$ cat src/rtl/fct_pkg.sv
package fct_pkg;

    typedef enum logic [1:0] {
        MODE_PFM    = 2'd0,
        MODE_PWM    = 2'd1,
        MODE_VALLEY = 2'd2
    } fct_mode_e;

    typedef enum logic [2:0] {
        ST_IDLE   = 3'd0,
        ST_ON     = 3'd1,
        ST_KNEE   = 3'd2,
        ST_HOLD   = 3'd3,
        ST_VALLEY = 3'd4
    } fct_state_e;

    typedef struct packed {
        logic turn_on;
        logic turn_off;
    } fct_edge_t;

    function automatic int unsigned min_period_ticks(input int unsigned clk_hz,
                                                     input int unsigned fmax_hz);
        return clk_hz / fmax_hz;
    endfunction

    function automatic int unsigned reset_ticks(input int unsigned clk_hz,
                                                input int unsigned max_us);
        return ((clk_hz / 1000) * max_us) / 1000;
    endfunction

endpackage

$ cat src/rtl/fct_mode_sel.sv
module fct_mode_sel
    import fct_pkg::*;
#(
    parameter int TW           = 16,
    parameter int LOAD_W       = 4,
    parameter int PFM_BELOW    = 2,
    parameter int VALLEY_ABOVE = 8
) (
    input  logic              clk,
    input  logic              rst,
    input  logic              latch,
    input  logic [LOAD_W-1:0] load_code,
    input  logic [TW-1:0]     ton_req,
    input  logic [TW-1:0]     toff_req,
    input  logic [TW-1:0]     pfm_ton,
    input  logic [TW-1:0]     pfm_toff,
    output fct_mode_e         mode_q,
    output logic [TW-1:0]     ton_q,
    output logic [TW-1:0]     toff_q
);

    fct_mode_e     mode_d;
    logic [TW-1:0] ton_raw;
    logic [TW-1:0] toff_raw;
    logic [TW-1:0] ton_d;
    logic [TW-1:0] toff_d;

    always_comb begin
        if (load_code < LOAD_W'(PFM_BELOW)) begin
            mode_d = MODE_PFM;
        end else if (load_code > LOAD_W'(VALLEY_ABOVE)) begin
            mode_d = MODE_VALLEY;
        end else begin
            mode_d = MODE_PWM;
        end
        ton_raw  = (mode_d == MODE_PFM) ? pfm_ton  : ton_req;
        toff_raw = (mode_d == MODE_PFM) ? pfm_toff : toff_req;
        ton_d    = (ton_raw  == '0) ? TW'(1) : ton_raw;
        toff_d   = (toff_raw == '0) ? TW'(1) : toff_raw;
    end

    always_ff @(posedge clk) begin
        if (rst) begin
            mode_q <= MODE_PWM;
            ton_q  <= TW'(1);
            toff_q <= TW'(1);
        end else if (latch) begin
            mode_q <= mode_d;
            ton_q  <= ton_d;
            toff_q <= toff_d;
        end
    end


    ton_nonzero_chk: assert property (@(posedge clk) disable iff (rst)
        ton_q != '0);

endmodule

$ cat src/rtl/fct_tick_counters.sv
module fct_tick_counters
    import fct_pkg::*;
#(
    parameter int CW = 17
) (
    input  logic          clk,
    input  logic          rst,
    input  fct_edge_t     edges,
    output logic [CW-1:0] seg,
    output logic [CW-1:0] pcnt
);

    localparam logic [CW-1:0] TOP = '1;

    always_ff @(posedge clk) begin
        if (rst) begin
            seg  <= '0;
            pcnt <= '0;
        end else begin
            if (edges.turn_on || edges.turn_off) begin
                seg <= '0;
            end else if (seg != TOP) begin
                seg <= seg + CW'(1);
            end
            if (edges.turn_on) begin
                pcnt <= '0;
            end else if (pcnt != TOP) begin
                pcnt <= pcnt + CW'(1);
            end
        end
    end

endmodule

$ cat src/rtl/fct_cycle_fsm.sv
module fct_cycle_fsm
    import fct_pkg::*;
#(
    parameter int TW         = 16,
    parameter int CW         = 17,
    parameter int MIN_PERIOD = 1538,
    parameter int RST_LIMIT  = 15000
) (
    input  logic          clk,
    input  logic          rst,
    input  fct_mode_e     mode,
    input  logic [TW-1:0] ton,
    input  logic [TW-1:0] toff,
    input  logic [CW-1:0] seg,
    input  logic [CW-1:0] pcnt,
    input  logic          ipk_trip,
    input  logic          knee,
    input  logic          valley,
    output fct_edge_t     edges,
    output logic          gate,
    output logic          ilim_hit,
    output logic          rst_timeout
);

    localparam logic [CW-1:0] PER_M1 = CW'(MIN_PERIOD - 1);
    localparam logic [CW-1:0] RST_M1 = CW'(RST_LIMIT - 1);

    fct_state_e    st;
    fct_state_e    nxt;
    logic          trip_cut;
    logic          tmo_evt;
    logic [CW-1:0] ton_m1;
    logic [CW-1:0] toff_m1;
    logic          per_ok;

    assign ton_m1  = CW'(ton)  - CW'(1);
    assign toff_m1 = CW'(toff) - CW'(1);
    assign per_ok  = (pcnt >= PER_M1);

    always_comb begin
        nxt      = st;
        edges    = '0;
        trip_cut = 1'b0;
        tmo_evt  = 1'b0;
        unique case (st)
            ST_IDLE: begin
                nxt           = ST_ON;
                edges.turn_on = 1'b1;
            end
            ST_ON: begin
                if (ipk_trip || (seg >= ton_m1)) begin
                    nxt            = ST_KNEE;
                    edges.turn_off = 1'b1;
                    trip_cut       = ipk_trip;
                end
            end
            ST_KNEE: begin
                if (knee) begin
                    nxt = (mode == MODE_VALLEY) ? ST_VALLEY : ST_HOLD;
                end else if (seg >= RST_M1) begin
                    nxt           = ST_ON;
                    edges.turn_on = 1'b1;
                    tmo_evt       = 1'b1;
                end
            end
            ST_HOLD: begin
                if ((seg >= toff_m1) && per_ok) begin
                    nxt           = ST_ON;
                    edges.turn_on = 1'b1;
                end
            end
            ST_VALLEY: begin
                if (valley && per_ok) begin
                    nxt           = ST_ON;
                    edges.turn_on = 1'b1;
                end
            end
            default: begin
                nxt = ST_IDLE;
            end
        endcase
    end

    always_ff @(posedge clk) begin
        if (rst) begin
            st          <= ST_IDLE;
            gate        <= 1'b0;
            ilim_hit    <= 1'b0;
            rst_timeout <= 1'b0;
        end else begin
            st   <= nxt;
            gate <= (nxt == ST_ON);
            if (edges.turn_on) begin
                ilim_hit    <= 1'b0;
                rst_timeout <= tmo_evt;
            end else if (trip_cut) begin
                ilim_hit <= 1'b1;
            end
        end
    end


    ilim_cut_chk: assert property (@(posedge clk) disable iff (rst)
        (gate && ipk_trip) |=> !gate);


    ilim_clear_chk: assert property (@(posedge clk) disable iff (rst)
        $rose(gate) |-> !ilim_hit);


    tmo_edge_chk: assert property (@(posedge clk) disable iff (rst)
        $rose(rst_timeout) |-> $rose(gate));


    knee_bound_chk: assert property (@(posedge clk) disable iff (rst)
        (st == ST_KNEE) |-> (seg < CW'(RST_LIMIT)));


    valley_gate_chk: assert property (@(posedge clk) disable iff (rst)
        (st == ST_VALLEY && !valley) |=> !gate);

endmodule

$ cat src/rtl/flyback_cycle_timer.sv
module flyback_cycle_timer
    import fct_pkg::*;
#(
    parameter int CLK_HZ       = 200_000_000,
    parameter int FSW_MAX_HZ   = 130_000,
    parameter int TRST_MAX_US  = 75,
    parameter int TW           = 16,
    parameter int LOAD_W       = 4,
    parameter int PFM_BELOW    = 2,
    parameter int VALLEY_ABOVE = 8
) (
    input  logic              clk,
    input  logic              rst,
    input  logic [LOAD_W-1:0] load_code,
    input  logic [TW-1:0]     ton_req,
    input  logic [TW-1:0]     toff_req,
    input  logic [TW-1:0]     pfm_ton,
    input  logic [TW-1:0]     pfm_toff,
    input  logic              ipk_trip,
    input  logic              knee,
    input  logic              valley,
    output logic              gate,
    output logic              ilim_hit,
    output logic              rst_timeout
);

    localparam int MIN_PERIOD = int'(min_period_ticks(CLK_HZ, FSW_MAX_HZ));
    localparam int RST_LIMIT  = int'(reset_ticks(CLK_HZ, TRST_MAX_US));
    localparam int RW         = $clog2(RST_LIMIT + 1);
    localparam int CW         = ((RW > TW) ? RW : TW) + 1;

    fct_mode_e     mode_q;
    logic [TW-1:0] ton_q;
    logic [TW-1:0] toff_q;
    logic [CW-1:0] seg;
    logic [CW-1:0] pcnt;
    fct_edge_t     edges;

    fct_mode_sel #(
        .TW(TW), .LOAD_W(LOAD_W), .PFM_BELOW(PFM_BELOW), .VALLEY_ABOVE(VALLEY_ABOVE)
    ) u_mode (
        .clk(clk), .rst(rst), .latch(edges.turn_on),
        .load_code(load_code), .ton_req(ton_req), .toff_req(toff_req),
        .pfm_ton(pfm_ton), .pfm_toff(pfm_toff),
        .mode_q(mode_q), .ton_q(ton_q), .toff_q(toff_q)
    );

    fct_tick_counters #(.CW(CW)) u_cnt (
        .clk(clk), .rst(rst), .edges(edges), .seg(seg), .pcnt(pcnt)
    );

    fct_cycle_fsm #(
        .TW(TW), .CW(CW), .MIN_PERIOD(MIN_PERIOD), .RST_LIMIT(RST_LIMIT)
    ) u_fsm (
        .clk(clk), .rst(rst), .mode(mode_q), .ton(ton_q), .toff(toff_q),
        .seg(seg), .pcnt(pcnt), .ipk_trip(ipk_trip), .knee(knee), .valley(valley),
        .edges(edges), .gate(gate), .ilim_hit(ilim_hit), .rst_timeout(rst_timeout)
    );

    logic          gate_d;
    logic          rise_seen;
    logic [CW-1:0] per_cnt;

    always_ff @(posedge clk) begin
        if (rst) begin
            gate_d    <= 1'b0;
            rise_seen <= 1'b0;
            per_cnt   <= '0;
        end else begin
            gate_d <= gate;
            if (gate && !gate_d) begin
                rise_seen <= 1'b1;
                per_cnt   <= CW'(1);
            end else if (per_cnt != '1) begin
                per_cnt <= per_cnt + CW'(1);
            end
        end
    end


    min_period_chk: assert property (@(posedge clk) disable iff (rst)
        (gate && !gate_d && rise_seen) |-> (per_cnt >= CW'(MIN_PERIOD)));

endmodule

$ cat config.mk
export PLATFORM = sky130hd
export DESIGN_NAME = flyback_cycle_timer
export DESIGN_NICKNAME = d
export VERILOG_FILES = /design/src/rtl/fct_pkg.sv /design/src/rtl/fct_mode_sel.sv /design/src/rtl/fct_tick_counters.sv /design/src/rtl/fct_cycle_fsm.sv /design/src/rtl/flyback_cycle_timer.sv
export SDC_FILE = /design/constraint.sdc
export NUM_CORES = 1
export LEC_CHECK = 0
export BUFFER_PORTS_ARGS = -buffer_cell sky130_fd_sc_hd__buf_2
export CORE_MARGIN = 5
export CORE_UTILIZATION = 53
export CTS_BUF_LIST = sky130_fd_sc_hd__clkbuf_4 sky130_fd_sc_hd__clkbuf_8
export DETAILED_ROUTE_END_ITERATION = 8
export HOLD_SLACK_MARGIN = 0.08
export PLACE_DENSITY_LB_ADDON = 0.25
export SLEW_MARGIN = 0
export SYNTH_ARGS = -nofsm -noshare
export SYNTH_HDL_FRONTEND = slang
export SYNTH_HIERARCHICAL = 1
export SYNTH_SLANG_ARGS = --single-unit
$ cat constraint.sdc
create_clock -name clk -period 3.74 [get_ports clk]
set_clock_uncertainty 0.2 [all_clocks]
set_input_delay 0.561 -clock clk [delete_from_list [all_inputs] [get_ports clk]]
set_output_delay 0.561 -clock clk [all_outputs]
set_load 0.02 [all_outputs]
==> key figures <==
Power
  • Pleak: 0.00255 uW
  • Post-layout power: around 3100 uW
  • Max VDD drop: 0.277 mV
  • Comb power frac: 0.443
  • Pwr dens: 499 mW/mm^2
  • Clock share of power: 0.227
  • Sequential share of power: 0.330
  • Internal power: 1980 uW
  • Sw frac: 0.367
  • NetSw: 1150 uW

Setup path
  • Startpoint Class: flop
  • Family with the most delay on the worst path: simple AND/OR/NAND/NOR gates
  • Crit. End Element: flop
  • R2r setup slk: -310 ps
  • Largest driver fanout on the critical path: 5
  • WP depth: 18
  • CP Data Arrival Time: 4150 ps
  • Setup CP Type: flop to flop
  • CP max stage delay: 470 ps
  • CP startpoint: u_mode/toff_q[0]$_SDFFE_PP1P_
  • Crit path capture: u_cnt/seg[3]$_SDFFE_PP0P_
  • Critical path's slowest cell: or4_4
  • Reg-to-reg critical path endpoint: u_cnt/seg[3]$_SDFFE_PP0P_
  • WP buf/inv: 3
  • R2R depth: 18
  • CP cell instances: inv_2 > ha_4 > nand2_2 > or4_4 > nor4_4 > nand2_1 > xor2_1 > ha_1 > a21oi_1 > o21ai_1 > a21oi_1 > o21ai_2 > a221oi_2 > nand2_2 > buf_4 > or3_4 > buf_6 > nor2_2
  • RR Startpoint: u_mode/toff_q[0]$_SDFFE_PP1P_
  • CP required: 3840 ps

Die
  • # IOs: 76
  • Core footprint: 0.00920 sq mm
  • Die Ht: approximately 110 um
  • Row count: 35
  • Initial core utilization: 0.540
  • DIE WIDTH: roughly 110 um
  • Die area: 0.0114 sq mm

STA
  • Setup ws final: -314 ps
  • Min Hold Slack: 271 ps
  • Hold Vio Cnt, Final: 0
  • Worst slew pin tran: 1080 ps
  • RSZ-0062 raised after global routing: true
  • Fmax: about 250 MHz
  • Max-slew violation count: 0
  • Final setup viols: 68
  • Period minus WS final: 4050 ps
  • Period utilisation layout: 1.08
  • Worst rel slew slack: 0.279

Synth
  • Number of synthesized flops with an enable pin: 0
  • XOR/XNOR Fraction of Synth Area: 0.0865
  • Main combinational cell family by area after synthesis: simple AND/OR/NAND/NOR gates
  • Seq/Total Area, Yosys: 0.299
  • Synthesized Nets: 722
  • Synthesized cell area: 0.00496 sq mm
  • Synthesized instance count: between 600 and 700
  • Ys Warns: 6
  • Mean Syn Cell Area: 8.15 sq um
  • Seq cells post-synth: between 70 and 80
  • Share of flip-flops with an asynchronous set or reset: 0
  • Cell taking the most area after synthesis: dfxtp_1
  • Mux contribution to synthesized area: 0.0101
  • Top post-synthesis cells by area: dfxtp_1 (30%), ha_1 (10%), nand2_1 (6.4%), nor2_1 (5.8%), a311oi_1 (5.3%)
  • Unique cell type count in the Yosys netlist: 63
  • Post-synthesis simple-gate area fraction: 0.319
  • Synth Area in Compound Gates: 0.144
  • Synth Area in Adders: 0.101
  • Main synth FF type: dfxtp_1
  • Area share of the largest cell type after synthesis: 0.299

Run
  • Number of max-cap violations: 0

GRT
  • GR Util met1: 0.310
  • Vias in the first global route: 5037
  • Largest net degree at the start of global routing: 42
  • GRT met2 Usage: 0.430
  • First-pass GRT wire length: 23400 um
  • Met3 Use GR: 0.0458
  • Gr usage total: 0.250
  • GR Overflow Total: 0
  • Initial antenna violation count: 0
  • Gr busiest metal: met2

Outcome
  • Failing checks: negative setup slack
  • Status: complete, but fails checks

Cells and area
  • Fin area: around 0.0063 sq mm
  • Fin util: 0.683
  • Area Overhead vs Synth: 26.6%
  • Number of inserted diodes: 0
  • Fillers: 735
  • Layout cell share with drive strength beyond 1: 0.286
  • # nets final: just over 800

Routing
  • 1st-iter DRT viols: slightly above 400
  • Via count: 5098
  • Detailed-route wire length: 14800 um
  • Remaining DRCs: 0
  • Vias/cell: 6.11
  • Drt wl/cell: 17.7 um
  • ANT nets after route: 0
  • Initial DRT Pass Iterations: 5

Worst hold path
  • Worst hold path cell count: 3
  • Min-delay src: pfm_toff[4]
  • Hold WC Path Type: primary input to flop

Clock tree
  • Clock latency on the worst-skew pair: 360 ps
  • Root buf cell: clkbuf_8
  • CTS buffer count: 9
  • H-tree depth: 3
  • CTS tree: done
  • Clk sinks: 74
  • Clock transition at path regs: 80 ps
  • CTS Buffer Depth: 2

Placed design
  • Detail Placement HPWL: 9970 um
  • Routability cong.: 0.838
  • Placement-stage cell area: 0.00558 sq mm
  • # port buffers: 75
==> placed cells by master, fill, tap and decap left out, drive strengths merged, types with 10 or more instances in the layout <==
cell type and n:
a21oi 27, a311oi 30, buf 120, clkbuf 14, dfxtp 74, ha 40, inv 11, nand2 85
nand3 16, nand4 18, nor2 77, nor3 26, nor4 30, o21ai 13, or3 10, xnor2 30
xor2 19
==> cells by family (layout without fill, tap and decap cells) <==
family | count (synthesis) | in the layout
muxes | 5 | 5
adders and majority gates | 40 | 40
buffers and inverters | 36 | 150
AOI/OAI and AO/OA | 102 | 102
xor gates and xnor gates | 49 | 49
DFF | 74 | 74
and+or+nand+nor | 303 | 303
==> worst register-to-register path, stage by stage (launching register included) <==
cell and delay, ps:
dfxtp_2 330, inv_2 70, ha_4 130, nand2_2 50
or4_4 470, nor4_4 260, nand2_1 120, xor2_1 160
ha_1 320, a21oi_1 160, o21ai_1 80, a21oi_1 160
o21ai_2 110, a221oi_2 330, nand2_2 180, buf_4 190
or3_4 400, buf_6 160, nor2_2 110
==> power by group through the flow <==
stage                     registers, uW  logic (uW)  clock network (uW)
after detailed placement           1040        1020                   0
after floorplan                    1040         678                   0
after global placement             1030         980                   0
after global routing               1050        1510                 757
after CTS                          1020        1180                 721
final                              1040        1390                 713
==> per-stage QoR <==
stage	worst slack (ps)	instances	setup TNS, ps
after floorplan	-270	609	-3580
after global placement	-218	800	-8930
after detailed placement	-331	800	-14230
after CTS	-286	825	-5000
after global routing	-446	834	-22260
final	-314	834	-11110
==> worst min-delay path by stage <==
| stage | slack [ps] | end |
|---|---|---|
| 2_1_floorplan | 230 | u_mode/mode_q[0]$_SDFFE_PP1P_ |
| 4_1_cts | 250 | u_mode/toff_q[4]$_SDFFE_PP0P_ |
| 6_report | 270 | u_mode/toff_q[4]$_SDFFE_PP0P_ |
| 5_1_grt | 260 | u_mode/toff_q[8]$_SDFFE_PP0P_ |
| 3_5_place_dp | 290 | u_mode/mode_q[0]$_SDFFE_PP1P_ |
| 3_3_place_gp | 240 | u_mode/mode_q[0]$_SDFFE_PP1P_ |
==> synthesized netlist by cell type (all sizes together), types with 16 or more instances <==
master,count
nand3,16
ha,40
nor2,77
a311oi,30
nor3,26
a21oi,27
nand2,85
nor4,30
xor2,19
xnor2,30
dfxtp,74
nand4,18
==> layout make-up <==
type                    instances  area, sq um  share of cell area
multi-input cells             499         3510               0.560
flip-flops and latches         74         1490               0.236
repair buffers                123          878               0.140
clock buffers                  11          145              0.0231
well taps                     111          139              0.0221
clock inverters                 5         77.6              0.0124
inverters                      11         41.3             0.00657
==> registers in the layout (all words and copies together), names as in the netlist <==
register	cells
u_cnt/pcnt	17
u_mode/toff_q	16
u_fsm/gate	1
u_fsm/rst_timeout	1
u_mode/ton_q	16
u_cnt/seg	17
u_fsm/st	3
u_fsm/ilim_hit	1
u_mode/mode_q	2
==> routing by layer <==
metal  wire length, um  vias up
li1                  -     2467
met1              6050     2365
met2              7400      223
met3               973       43
met4               367        0
met5                 0        -
==> what timing repair did <==
action	4_1_cts	5_1_grt
resized for setup	31	34
endpoints found under the hold margin	0	0
hold buffers	0	0
pin swaps	20	19
endpoints found under the setup margin	69	71
buffers inserted	5	6
gates cloned	4	4
Power figures use the tool's default switching activity.
